<file path="config.mk">
export PLATFORM = sky130hd
export DESIGN_NAME = csr_supv_file
export DESIGN_NICKNAME = d
export VERILOG_FILES = /design/src/rtl/csrf_pkg.sv /design/src/rtl/csrf_status_unit.sv /design/src/rtl/csrf_cycle_ctr.sv /design/src/rtl/csrf_plain_bank.sv /design/src/rtl/csr_supv_file.sv
export SDC_FILE = /design/constraint.sdc
export NUM_CORES = 2
export LEC_CHECK = 0
export ABC_CLOCK_PERIOD_IN_PS = 12400
export BUFFER_PORTS_ARGS = -buffer_cell sky130_fd_sc_hd__buf_2
export CORE_ASPECT_RATIO = 1.25
export CORE_MARGIN = 5
export CORE_UTILIZATION = 55
export CTS_CLUSTER_DIAMETER = 40
export DETAILED_ROUTE_END_ITERATION = 7
export PLACE_DENSITY = 0.74
export SKIP_LAST_GASP = 1
export SYNTH_ARGS = -nofsm -noshare
export SYNTH_HDL_FRONTEND = slang
export SYNTH_HIERARCHICAL = 1
export SYNTH_SLANG_ARGS = --single-unit
</file>
<file path="constraint.sdc">
create_clock -name clk -period 12.4 [get_ports clk]
set_input_delay 1.24 -clock clk [delete_from_list [all_inputs] [get_ports clk]]
set_output_delay 1.24 -clock clk [all_outputs]
set_load 0.005 [all_outputs]
</file>
<file path="src/rtl/csrf_pkg.sv">
package csrf_pkg;

    localparam int XLEN = 64;
    typedef logic [XLEN-1:0] xword_t;
    typedef logic [11:0]     csr_num_t;

    // CSR numbers decoded by the neighbouring pipeline
    localparam csr_num_t N_SSTATUS  = 12'h100;
    localparam csr_num_t N_SEDELEG  = 12'h102;
    localparam csr_num_t N_SIDELEG  = 12'h103;
    localparam csr_num_t N_SIE      = 12'h104;
    localparam csr_num_t N_STVEC    = 12'h105;
    localparam csr_num_t N_SSCRATCH = 12'h140;
    localparam csr_num_t N_SEPC     = 12'h141;
    localparam csr_num_t N_SCAUSE   = 12'h142;
    localparam csr_num_t N_STVAL    = 12'h143;
    localparam csr_num_t N_SIP      = 12'h144;
    localparam csr_num_t N_SATP     = 12'h180;
    localparam csr_num_t N_MSTATUS  = 12'h300;
    localparam csr_num_t N_MISA     = 12'h301;
    localparam csr_num_t N_MEDELEG  = 12'h302;
    localparam csr_num_t N_MIDELEG  = 12'h303;
    localparam csr_num_t N_MIE      = 12'h304;
    localparam csr_num_t N_MTVEC    = 12'h305;
    localparam csr_num_t N_MSCRATCH = 12'h340;
    localparam csr_num_t N_MEPC     = 12'h341;
    localparam csr_num_t N_MCAUSE   = 12'h342;
    localparam csr_num_t N_MTVAL    = 12'h343;
    localparam csr_num_t N_MIP      = 12'h344;
    localparam csr_num_t N_MCYCLE   = 12'h b00;
    localparam csr_num_t N_MINSTRET = 12'hb02;
    localparam csr_num_t N_CYCLE    = 12'hc00;
    localparam csr_num_t N_MHARTID  = 12'hf14;

    // Supervisor windows
    localparam xword_t SUP_IRQ_MASK   = 64'h0000_0000_0000_0222;
    localparam xword_t SUP_STAT_VIEW  = 64'h8000_0003_000D_E162;
    // Status bits held in the stored word (FS and SD are kept out of it)
    localparam xword_t SUP_STAT_STORE = 64'h0000_0003_000D_8162;
    localparam xword_t MACH_STAT_WR   = 64'h0000_0030_007E_19EA;
    localparam xword_t STAT_RESET     = 64'h0000_000A_0000_1800;
    localparam int     FS_LO          = 13;
    localparam int     SD_POS         = 63;

    // Plain full-width registers
    localparam int PLAIN_N   = 14;
    localparam int PLAIN_IW  = $clog2(PLAIN_N);
    localparam int HART_SLOT = 6;

    typedef struct packed {
        logic     we;
        csr_num_t addr;
        xword_t   wdata;
    } csr_req_t;

    // Extension letters packed as bytes, one per slot
    localparam logic [63:0] ISA_LETTERS = "SUIMAFDC";

    function automatic xword_t isa_word();
        xword_t w;
        w = 64'd2 << 62;
        for (int i = 0; i < 8; i++) begin
            w[ISA_LETTERS[i*8 +: 8] - 8'h41] = 1'b1;
        end
        return w;
    endfunction

    localparam xword_t ISA_VALUE = isa_word();

    function automatic int plain_slot(csr_num_t a);
        case (a)
            N_MTVEC:    return 0;
            N_MSCRATCH: return 1;
            N_MEPC:     return 2;
            N_MCAUSE:   return 3;
            N_MTVAL:    return 4;
            N_MEDELEG:  return 5;
            N_MHARTID:  return HART_SLOT;
            N_STVEC:    return 7;
            N_SSCRATCH: return 8;
            N_SEPC:     return 9;
            N_SCAUSE:   return 10;
            N_STVAL:    return 11;
            N_SEDELEG:  return 12;
            N_SIDELEG:  return 13;
            default:    return -1;
        endcase
    endfunction

endpackage

</file>
<file path="src/rtl/csrf_status_unit.sv">
module csrf_status_unit
    import csrf_pkg::*;
(
    input  logic     clk,
    input  logic     rst,
    input  csr_req_t req,
    output xword_t   mach_view,
    output xword_t   sup_view
);
    xword_t     stored;
    logic [1:0] fs;

    always_ff @(posedge clk) begin
        if (rst) begin
            stored <= STAT_RESET;
            fs     <= 2'b00;
        end else if (req.we && req.addr == N_MSTATUS) begin
            stored <= (req.wdata & MACH_STAT_WR) | (stored & ~MACH_STAT_WR);
            fs     <= req.wdata[FS_LO +: 2];
        end else if (req.we && req.addr == N_SSTATUS) begin
            stored <= (req.wdata & SUP_STAT_STORE) | (stored & ~SUP_STAT_STORE);
            fs     <= req.wdata[FS_LO +: 2];
        end
    end

    always_comb begin
        mach_view              = stored;
        mach_view[FS_LO +: 2]  = fs;
        mach_view[SD_POS]      = (fs == 2'b11);
        sup_view               = mach_view & SUP_STAT_VIEW;
    end

endmodule

</file>
<file path="src/rtl/csrf_cycle_ctr.sv">
module csrf_cycle_ctr
    import csrf_pkg::*;
#(
    parameter int W = XLEN
) (
    input  logic         clk,
    input  logic         rst,
    input  csr_req_t     req,
    output logic [W-1:0] count,
    output logic         reject
);
    always_ff @(posedge clk) begin
        if (rst) begin
            count <= '0;
        end else if (req.we && req.addr == N_MCYCLE) begin
            count <= req.wdata[W-1:0];
        end else begin
            count <= count + 1'b1;
        end
    end

    assign reject = req.we && (req.addr == N_CYCLE);

endmodule

</file>
<file path="src/rtl/csrf_plain_bank.sv">
module csrf_plain_bank
    import csrf_pkg::*;
#(
    parameter xword_t HART_ID = '0
) (
    input  logic     clk,
    input  logic     rst,
    input  csr_req_t req,
    output logic     hit,
    output xword_t   rdata
);
    xword_t              regs [PLAIN_N];
    int                  slot;
    logic [PLAIN_IW-1:0] idx;

    assign slot = plain_slot(req.addr);
    assign hit  = (slot >= 0);
    assign idx  = PLAIN_IW'(slot);

    for (genvar g = 0; g < PLAIN_N; g++) begin : g_slot
        localparam xword_t RST_VAL = (g == HART_SLOT) ? HART_ID : '0;
        always_ff @(posedge clk) begin
            if (rst) begin
                regs[g] <= RST_VAL;
            end else if (req.we && slot == g) begin
                regs[g] <= req.wdata;
            end
        end
    end

    assign rdata = hit ? regs[idx] : '0;

endmodule

</file>
<file path="src/rtl/csr_supv_file.sv">
module csr_supv_file
    import csrf_pkg::*;
#(
    parameter logic [63:0] HART_ID = 64'd0
) (
    input  logic        clk,
    input  logic        rst,
    input  logic [11:0] csr_addr,
    input  logic [63:0] csr_wdata,
    input  logic        csr_we,
    output logic [63:0] csr_rdata,
    output logic        csr_wr_reject,
    input  logic [63:0] irq_pend_i,
    output logic [63:0] mstatus_o,
    output logic [63:0] mie_o,
    output logic [63:0] mideleg_o,
    output logic [63:0] satp_o,
    output logic        tlb_flush_o
);
    csr_req_t req;
    assign req = '{we: csr_we, addr: csr_addr, wdata: csr_wdata};

    xword_t mach_stat, sup_stat, cyc, plain_q;
    logic   plain_hit;

    csrf_status_unit u_status (
        .clk(clk), .rst(rst), .req(req),
        .mach_view(mach_stat), .sup_view(sup_stat)
    );

    csrf_cycle_ctr #(.W(XLEN)) u_cycle (
        .clk(clk), .rst(rst), .req(req),
        .count(cyc), .reject(csr_wr_reject)
    );

    csrf_plain_bank #(.HART_ID(HART_ID)) u_plain (
        .clk(clk), .rst(rst), .req(req),
        .hit(plain_hit), .rdata(plain_q)
    );

    // Interrupt enable, delegation, software pending, translation root
    xword_t mie_q, mideleg_q, soft_pend_q, satp_q, pend;
    logic   flush_q;

    always_ff @(posedge clk) begin
        if (rst) begin
            mie_q       <= '0;
            mideleg_q   <= '0;
            soft_pend_q <= '0;
            satp_q      <= '0;
            flush_q     <= 1'b0;
        end else begin
            flush_q <= 1'b0;
            if (csr_we) begin
                case (csr_addr)
                    N_MIE:     mie_q       <= csr_wdata;
                    N_SIE:     mie_q       <= (csr_wdata & SUP_IRQ_MASK) | (mie_q & ~SUP_IRQ_MASK);
                    N_MIDELEG: mideleg_q   <= csr_wdata & SUP_IRQ_MASK;
                    N_MIP:     soft_pend_q <= csr_wdata;
                    N_SIP:     soft_pend_q <= (csr_wdata & SUP_IRQ_MASK) | (soft_pend_q & ~SUP_IRQ_MASK);
                    N_SATP: begin
                        satp_q  <= csr_wdata;
                        flush_q <= 1'b1;
                    end
                    default: ;
                endcase
            end
        end
    end

    assign pend = irq_pend_i | soft_pend_q;

    always_comb begin
        case (csr_addr)
            N_MSTATUS:                     csr_rdata = mach_stat;
            N_SSTATUS:                     csr_rdata = sup_stat;
            N_MISA:                        csr_rdata = ISA_VALUE;
            N_MIE:                         csr_rdata = mie_q;
            N_SIE:                         csr_rdata = mie_q & mideleg_q;
            N_MIDELEG:                     csr_rdata = mideleg_q;
            N_MIP:                         csr_rdata = pend;
            N_SIP:                         csr_rdata = pend & mideleg_q;
            N_SATP:                        csr_rdata = satp_q;
            N_CYCLE, N_MCYCLE, N_MINSTRET: csr_rdata = cyc;
            default:                       csr_rdata = plain_hit ? plain_q : '0;
        endcase
    end

    assign mstatus_o   = mach_stat;
    assign mie_o       = mie_q;
    assign mideleg_o   = mideleg_q;
    assign satp_o      = satp_q;
    assign tlb_flush_o = flush_q;

endmodule

</file>
== Word level (Yosys, flattened, before mapping) ==
Memory sizes are Yosys's and may differ from the RTL's.
Index checks and enable logic that the tools add are counted.

* Input bits: 143
* Memories: 1
* Register bits after elaboration: 326
* RAM bits: 896
* Output and inout port bits: 322

{| class="wikitable"
|+ Memories
! name !! depth !! bits a word !! rd ports !! clocked after memory_dff !! write ports !! RTL line !! RTL
|-
| u_plain.regs || 14 || 64 || 1 || 0 || 14 || csrf_plain_bank.sv:12 || <nowiki>xword_t regs [PLAIN_N];</nowiki>
|}

* Reductions and logical operators: 28
* Add/sub/neg operators: 1
* Bitwise gates (word level): 22
* Magnitude comparators: 1
* Eq/ne operators: 40
* Muxes and demuxes: 69

{| class="wikitable"
|+ Operator list
! cell !! count
|-
| $mux W64 || 18
|-
| $pmux W64 S10 || 1
|-
| $pmux W32 S14 || 1
|-
| $pmux W64 S2 || 2
|-
| $eq A32 B5 Y1 const B || 6
|-
| $eq A12 B10 Y1 const B || 11
|-
| $eq A12 B9 Y1 const B || 11
|-
| $and A64 B10 Y64 || 2
|-
| $eq A32 B4 Y1 const B || 4
|-
| $or A10 B64 Y64 || 2
|-
| $add A64 B1 Y64 const B || 1
|-
| $eq A32 B3 Y1 const B || 2
|-
| $or A34 B64 Y64 || 1
|-
| $or A38 B64 Y64 || 1
|-
| $or A64 B64 Y64 || 1
|-
| $eq A12 B12 Y1 const B || 4
|-
| $mux W1 || 45
|-
| $eq A32 B2 Y1 const B || 1
|-
| $ge A32 B1 Y1 const B || 1
|-
| $logic_not A32 Y1 || 1
|-
| $logic_and A1 B1 Y1 || 18
|-
| $or A1 B1 Y1 || 14
|-
| $reduce_and A2 Y1 || 4
|-
| $reduce_bool A2 Y1 || 3
|-
| 5 further kinds || 6
|}

== Logic depth before layout (Yosys ltp) ==
* Word-level depth: 8
* Depth in mapped cells: 14

== Cells and area by module ==
The synthesis kept the hierarchy.

{| class="wikitable"
|+ By module, submodules not included
! module !! instances !! cells an instance !! area an instance (sq um)
|-
| csrf_plain_bank || 1 || 3,261 || 40,189.8
|-
| csr_supv_file || 1 || 1,610 || 11,222.0
|-
| csrf_cycle_ctr || 1 || 433 || 3,518.4
|-
| csrf_status_unit || 1 || 208 || 1,836.8
|}

== Least setup slack after synthesis ==
OpenSTA, ideal clock, no wires.

* Path type: input port to flip-flop
* Start point: in csr_addr[5]
* End point: mem u_plain/regs[10][0] in the netlist's numbering, enable pin
* Stages: 8
* Setup slack: 5,866 ps
* Data required time: 11,901 ps
* Library setup time: 499 ps
* Arrival: 6,035 ps
* Cells stage by stage: or4b_1 > or2_0 > clkbuf_2 > o32ai_4 > buf_2 > buf_2 > nand2_1 > o21bai_1

{| class="wikitable"
|+ RTL lines
! what !! RTL line !! RTL
|-
| start: declaration || csr_supv_file.sv:8 || <nowiki>input logic [11:0] csr_addr,</nowiki>
|-
| end: declaration || csrf_plain_bank.sv:12 ||
|}

== Final worst setup path ==
* Start point: in csr_addr[9]
* End point: out csr_rdata[26]

* Cells in the longest elaborated chain, start to end: 5
* Elaborated cells between the ends (all ways): 32
* Classes of those cells: order compare (1); eq/ne (26); mux (3); reduce/logical (1); memory (1)

{| class="wikitable"
|+ RTL lines
! what !! RTL line !! RTL
|-
| $eq A12 B9 Y1, or another cell as far along || csrf_pkg.sv:71 || <nowiki>case (a)</nowiki>
|-
| $pmux W32 S14 (*) || csrf_pkg.sv:71 ||
|-
| $mem_v2 Z14 W64 (*) || - ||
|-
| via plain_q[26] || csr_supv_file.sv:23 || <nowiki>xword_t mach_stat, sup_stat, cyc, plain_q;</nowiki>
|-
| $mux W64 (*) || csr_supv_file.sv:85 || <nowiki>default: csr_rdata = plain_hit ? plain_q : '0;</nowiki>
|-
| $pmux W64 S10 (*) || csr_supv_file.sv:74 || <nowiki>case (csr_addr)</nowiki>
|-
| end: declaration || csr_supv_file.sv:11 || <nowiki>output logic [63:0] csr_rdata,</nowiki>
|}

Mark *: on every way through the listed nets, which the timed path passes. The rest lies on a longest branch.

==> impl_metrics.json <==
{
  "drcViolationCount": 0,
  "synth_compound_area_share_pct": 10.4,
  "firstDrtPassIters": 6,
  "yosys_warnings": 6,
  "io_pins": 465,
  "whs_ns": 0.451,
  "internal_power_w": 0.00694,
  "synth-main-ff-cell": "edfxtp_1",
  "vias_per_cell": 6.37,
  "fill_cells": 8028,
  "pwr-share-seq_pct": 49.7,
  "synth_top_family_by_area": "simple AND/OR/NAND/NOR gates",
  "finalSetupViolCount": 0,
  "slew_headroom_pct": 6.49,
  "yosysSeqAreaShare_pct": 57.3,
  "netlist-cell-type-count": 89,
  "switching_power_w": 0.00196,
  "muxShareOfSynthArea_pct": 2.07,
  "areaGrowthSynthToFinish_pct": 11.7,
  "hold_path_class": "reg2reg",
  "cp_max_fo": 51,
  "synth-seq-cells": 1178,
  "yosys.area_share.simple_pct": 23.6,
  "cts_buffers": 136,
  "nets": 5775,
  "synth_edf_count": 896,
  "final.min_clock_period_ns": 7.75,
  "pwr_density_cell_nw_per_um2": 140,
  "crit_path_max_incr_delay_ns": 0.93,
  "std_cell_rows": 131,
  "grt_usage_pct": 33.8,
  "status": "completed",
  "synth_top_area_share_pct": 47.4,
  "htreeDepth": 4,
  "cts_hold_buf": 0,
  "grt_pass1_vias": 43500,
  "post-route-period-util_pct": 62.5,
  "cts.path.max_buffers": 3,
  "p_sw_share_pct": 22.0,
  "crit_family": "compound AO/OA/AOI/OAI gates",
  "path_clk_slew_ns": 0.05,
  "grt_max_degree": 103,
  "core_um2": 102000,
  "antenna_found_initial": 6,
  "grt_pass1_wl_mm": 281,
  "clkPwrFrac_pct": 46.6,
  "synth_fa_ha_area_share_pct": 0.0220,
  "finalHoldViolCount": 0,
  "clk_latency_ns": 0.76,
  "critPathBufInv": 4,
  "syn_area_um2": 56800,
  "cts_root_buffer": "clkbuf_16",
  "die-area_um2": 110000,
  "setup_tns_ns": 0,
  "die_h_um": 369,
  "cp.arrival_ns": 6.51,
  "cts_tree": "yes",
  "grt.overflow.total": 0,
  "critPathKind": "in2out",
  "fin_skew_ns": 0.0206,
  "vias": 45100,
  "yosysTopAreaCell": "edfxtp_1",
  "clock_sinks": 1178,
  "ir_drop_mv": 0.147,
  "crit_path_end_kind": "primary output",
  "start_kind": "primary input",
  "dpl.hpwl_mm": 120,
  "critPathSlowestCell": "a311oi_1",
  "synth_xor_area_share_pct": 0.895,
  "avgSynthCellArea_um2": 10.3,
  "wl_mm": 193,
  "postSynthCellCount": 5512,
  "finalMaxSlewViolations": 0,
  "cp.required_ns": 11.16,
  "rsz0062_at_grt": "false",
  "async_flop_share_pct": 0,
  "ant_nets": 0,
  "wl_per_cell_um": 27.3,
  "synth.area.top_cells": "edfxtp_1 47%, dfxtp_1 9.9%, and2_1 9.9%",
  "die_w_um": 297,
  "gp_congestion": 0.968,
  "port_buffers": 362,
  "drive_above_1_share_pct": 13.1,
  "drtIter0Drc": 6488,
  "post-cts-setup-buffers": 0,
  "tightest_slew_ns": 1.40,
  "initial_core_util_pct": 55.5,
  "fmax_ghz": 0.129,
  "combPwrFrac_pct": 3.7,
  "maxCapViolations": 0,
  "power.leakage_nw": 22.9,
  "path_cells": "buf_4 -> nand2_1 -> xor2_1 -> o32a_2 -> buf_4 -> buf_4 -> nand2_1 -> a32o_1 -> a311oi_1 -> nor4b_1 -> nand2_1 -> o211ai_1 -> buf_2",
  "cts_resized": 0
}
-- worst register-to-register path: stages, from the launching register on --
cell	delay, ns
dfxtp_1	0.44
nand3_1	0.27
nor3_4	0.41
nand4_2	0.60
nor4_1	0.66
buf_4	0.26
xnor2_1	0.13
a211oi_1	0.09
-- layer usage --
metal  share of wire [%]  GRT usage [%]  routed length [um]
met5               0.018              0                  34
met4                 5.5           16.4               10600
met3                  13           8.81               25000
met2                  45           52.8               87400
met1                  36           44.4               70100
-- cells in the mapped netlist (6+ instances only) --
cell / instances
a2111oi_0: 8
a211oi_1: 95
a21oi_1: 252
a22oi_1: 48
a2bb2oi_1: 17
a311oi_1: 6
a32o_1: 12
a32oi_1: 38
and2_1: 902
and3_1: 44
and4_1: 7
buf_1: 23
buf_2: 67
buf_4: 170
buf_6: 9
clkbuf_1: 347
dfxtp_1: 282
edfxtp_1: 896
inv_1: 18
mux2i_1: 114
nand2_1: 883
nand2b_1: 42
nand3_1: 241
nand4_1: 26
nor2_1: 293
nor3_1: 61
nor3_2: 6
nor3_4: 6
nor4_1: 52
nor4b_1: 7
o2111ai_1: 20
o211ai_1: 86
o21ai_0: 120
o21bai_1: 13
o221ai_1: 47
o22ai_1: 77
o31ai_1: 16
o32ai_1: 7
or3_1: 11
xnor2_1: 36
xor2_1: 22
-- cells in the final DEF (no fill, tap or decap), types with 16 or more instances in the layout --
| cell | instances |
|---|---|
| buf_4 | 88 |
| o221ai_1 | 47 |
| and2_1 | 899 |
| o21ai_0 | 120 |
| o211ai_1 | 86 |
| conb_1 | 153 |
| nand2_1 | 877 |
| o31ai_1 | 16 |
| buf_2 | 360 |
| dfxtp_1 | 282 |
| xnor2_1 | 36 |
| clkbuf_1 | 17 |
| a32oi_1 | 38 |
| inv_1 | 18 |
| nand4_1 | 26 |
| nand2b_1 | 42 |
| xor2_1 | 22 |
| a21oi_1 | 251 |
| mux2i_1 | 114 |
| a211oi_1 | 95 |
| a22oi_1 | 48 |
| clkbuf_16 | 145 |
| o22ai_1 | 76 |
| and3_1 | 43 |
| a2bb2oi_1 | 17 |
| o2111ai_1 | 20 |
| nor4_1 | 51 |
| nor2_1 | 288 |
| nand3_1 | 236 |
| nor3_1 | 58 |
| bufinv_16 | 16 |
| edfxtp_1 | 896 |
-- per-stage QoR --
stage               util (%)  worst slack, ns  total power (W)  cell area [um2]  cells
finish                  62.0             4.65          0.00890            63400   7076
global route            62.0             4.46          0.00912            63400   7067
global placement        57.4             4.82          0.00481            58700   6823
detailed placement      57.4             4.79          0.00482            58700   6823
floorplan                  -             5.87          0.00469            57300   5662
CTS                     62.0             4.78          0.00892            63400   7066
-- sequential cells by signal, summed over array words and instances, names as in the netlist --
signal and count:
mie_o 64, mideleg_o 3, u_status/fs 2, soft_pend_q 64, u_status/stored 20, tlb_flush_o 1, u_cycle/count 64, u_plain/regs 896
satp_o 64
-- cell type report --
class | instances | area [um2] | area share (%)
clock buffers | 166 | 3750 | 5.91
repair buffers | 450 | 2500 | 3.94
diodes | 10 | 25.0 | 0.0395
clock inverters | 77 | 875 | 1.38
multi-input cells | 3846 | 22000 | 34.6
flip-flops and latches | 1178 | 32600 | 51.4
inverters | 19 | 73.8 | 0.116
well taps | 1330 | 1660 | 2.63
-- power by group through the flow --
stage	combinational [W]	clock, W	sequential [W]
finish	0.000325	0.00415	0.00443
global placement	0.000306	0	0.00450
CTS	0.000311	0.00418	0.00443
detailed placement	0.000310	0	0.00451
floorplan	0.000188	0	0.00451
global route	0.000340	0.00434	0.00444
-- logic make-up after synthesis --
kind of cell             Yosys count
AO/OA/AOI/OAI                    891
XOR/XNOR                          58
adder cells (fa/ha/maj)            1
buffers and inverters            638
flip-flops                      1178
multiplexers                     117
other                              3
AND/OR/NAND/NOR                 2626
-- path summary, 6_finish.rpt --
check | cells after the start | start | end | slack [ns]
setup / recovery | 13 | csr_addr[9] | csr_rdata[26] | 4.65
hold / removal | 2 | soft_pend_q[63] | soft_pend_q[63] | 0.45
setup reg to reg | 7 | u_cycle/count[2] | u_cycle/count[53] | 9.36
hold reg to reg | 2 | soft_pend_q[63] | soft_pend_q[63] | 0.45
No activity file was read; power rests on OpenSTA's default activity.
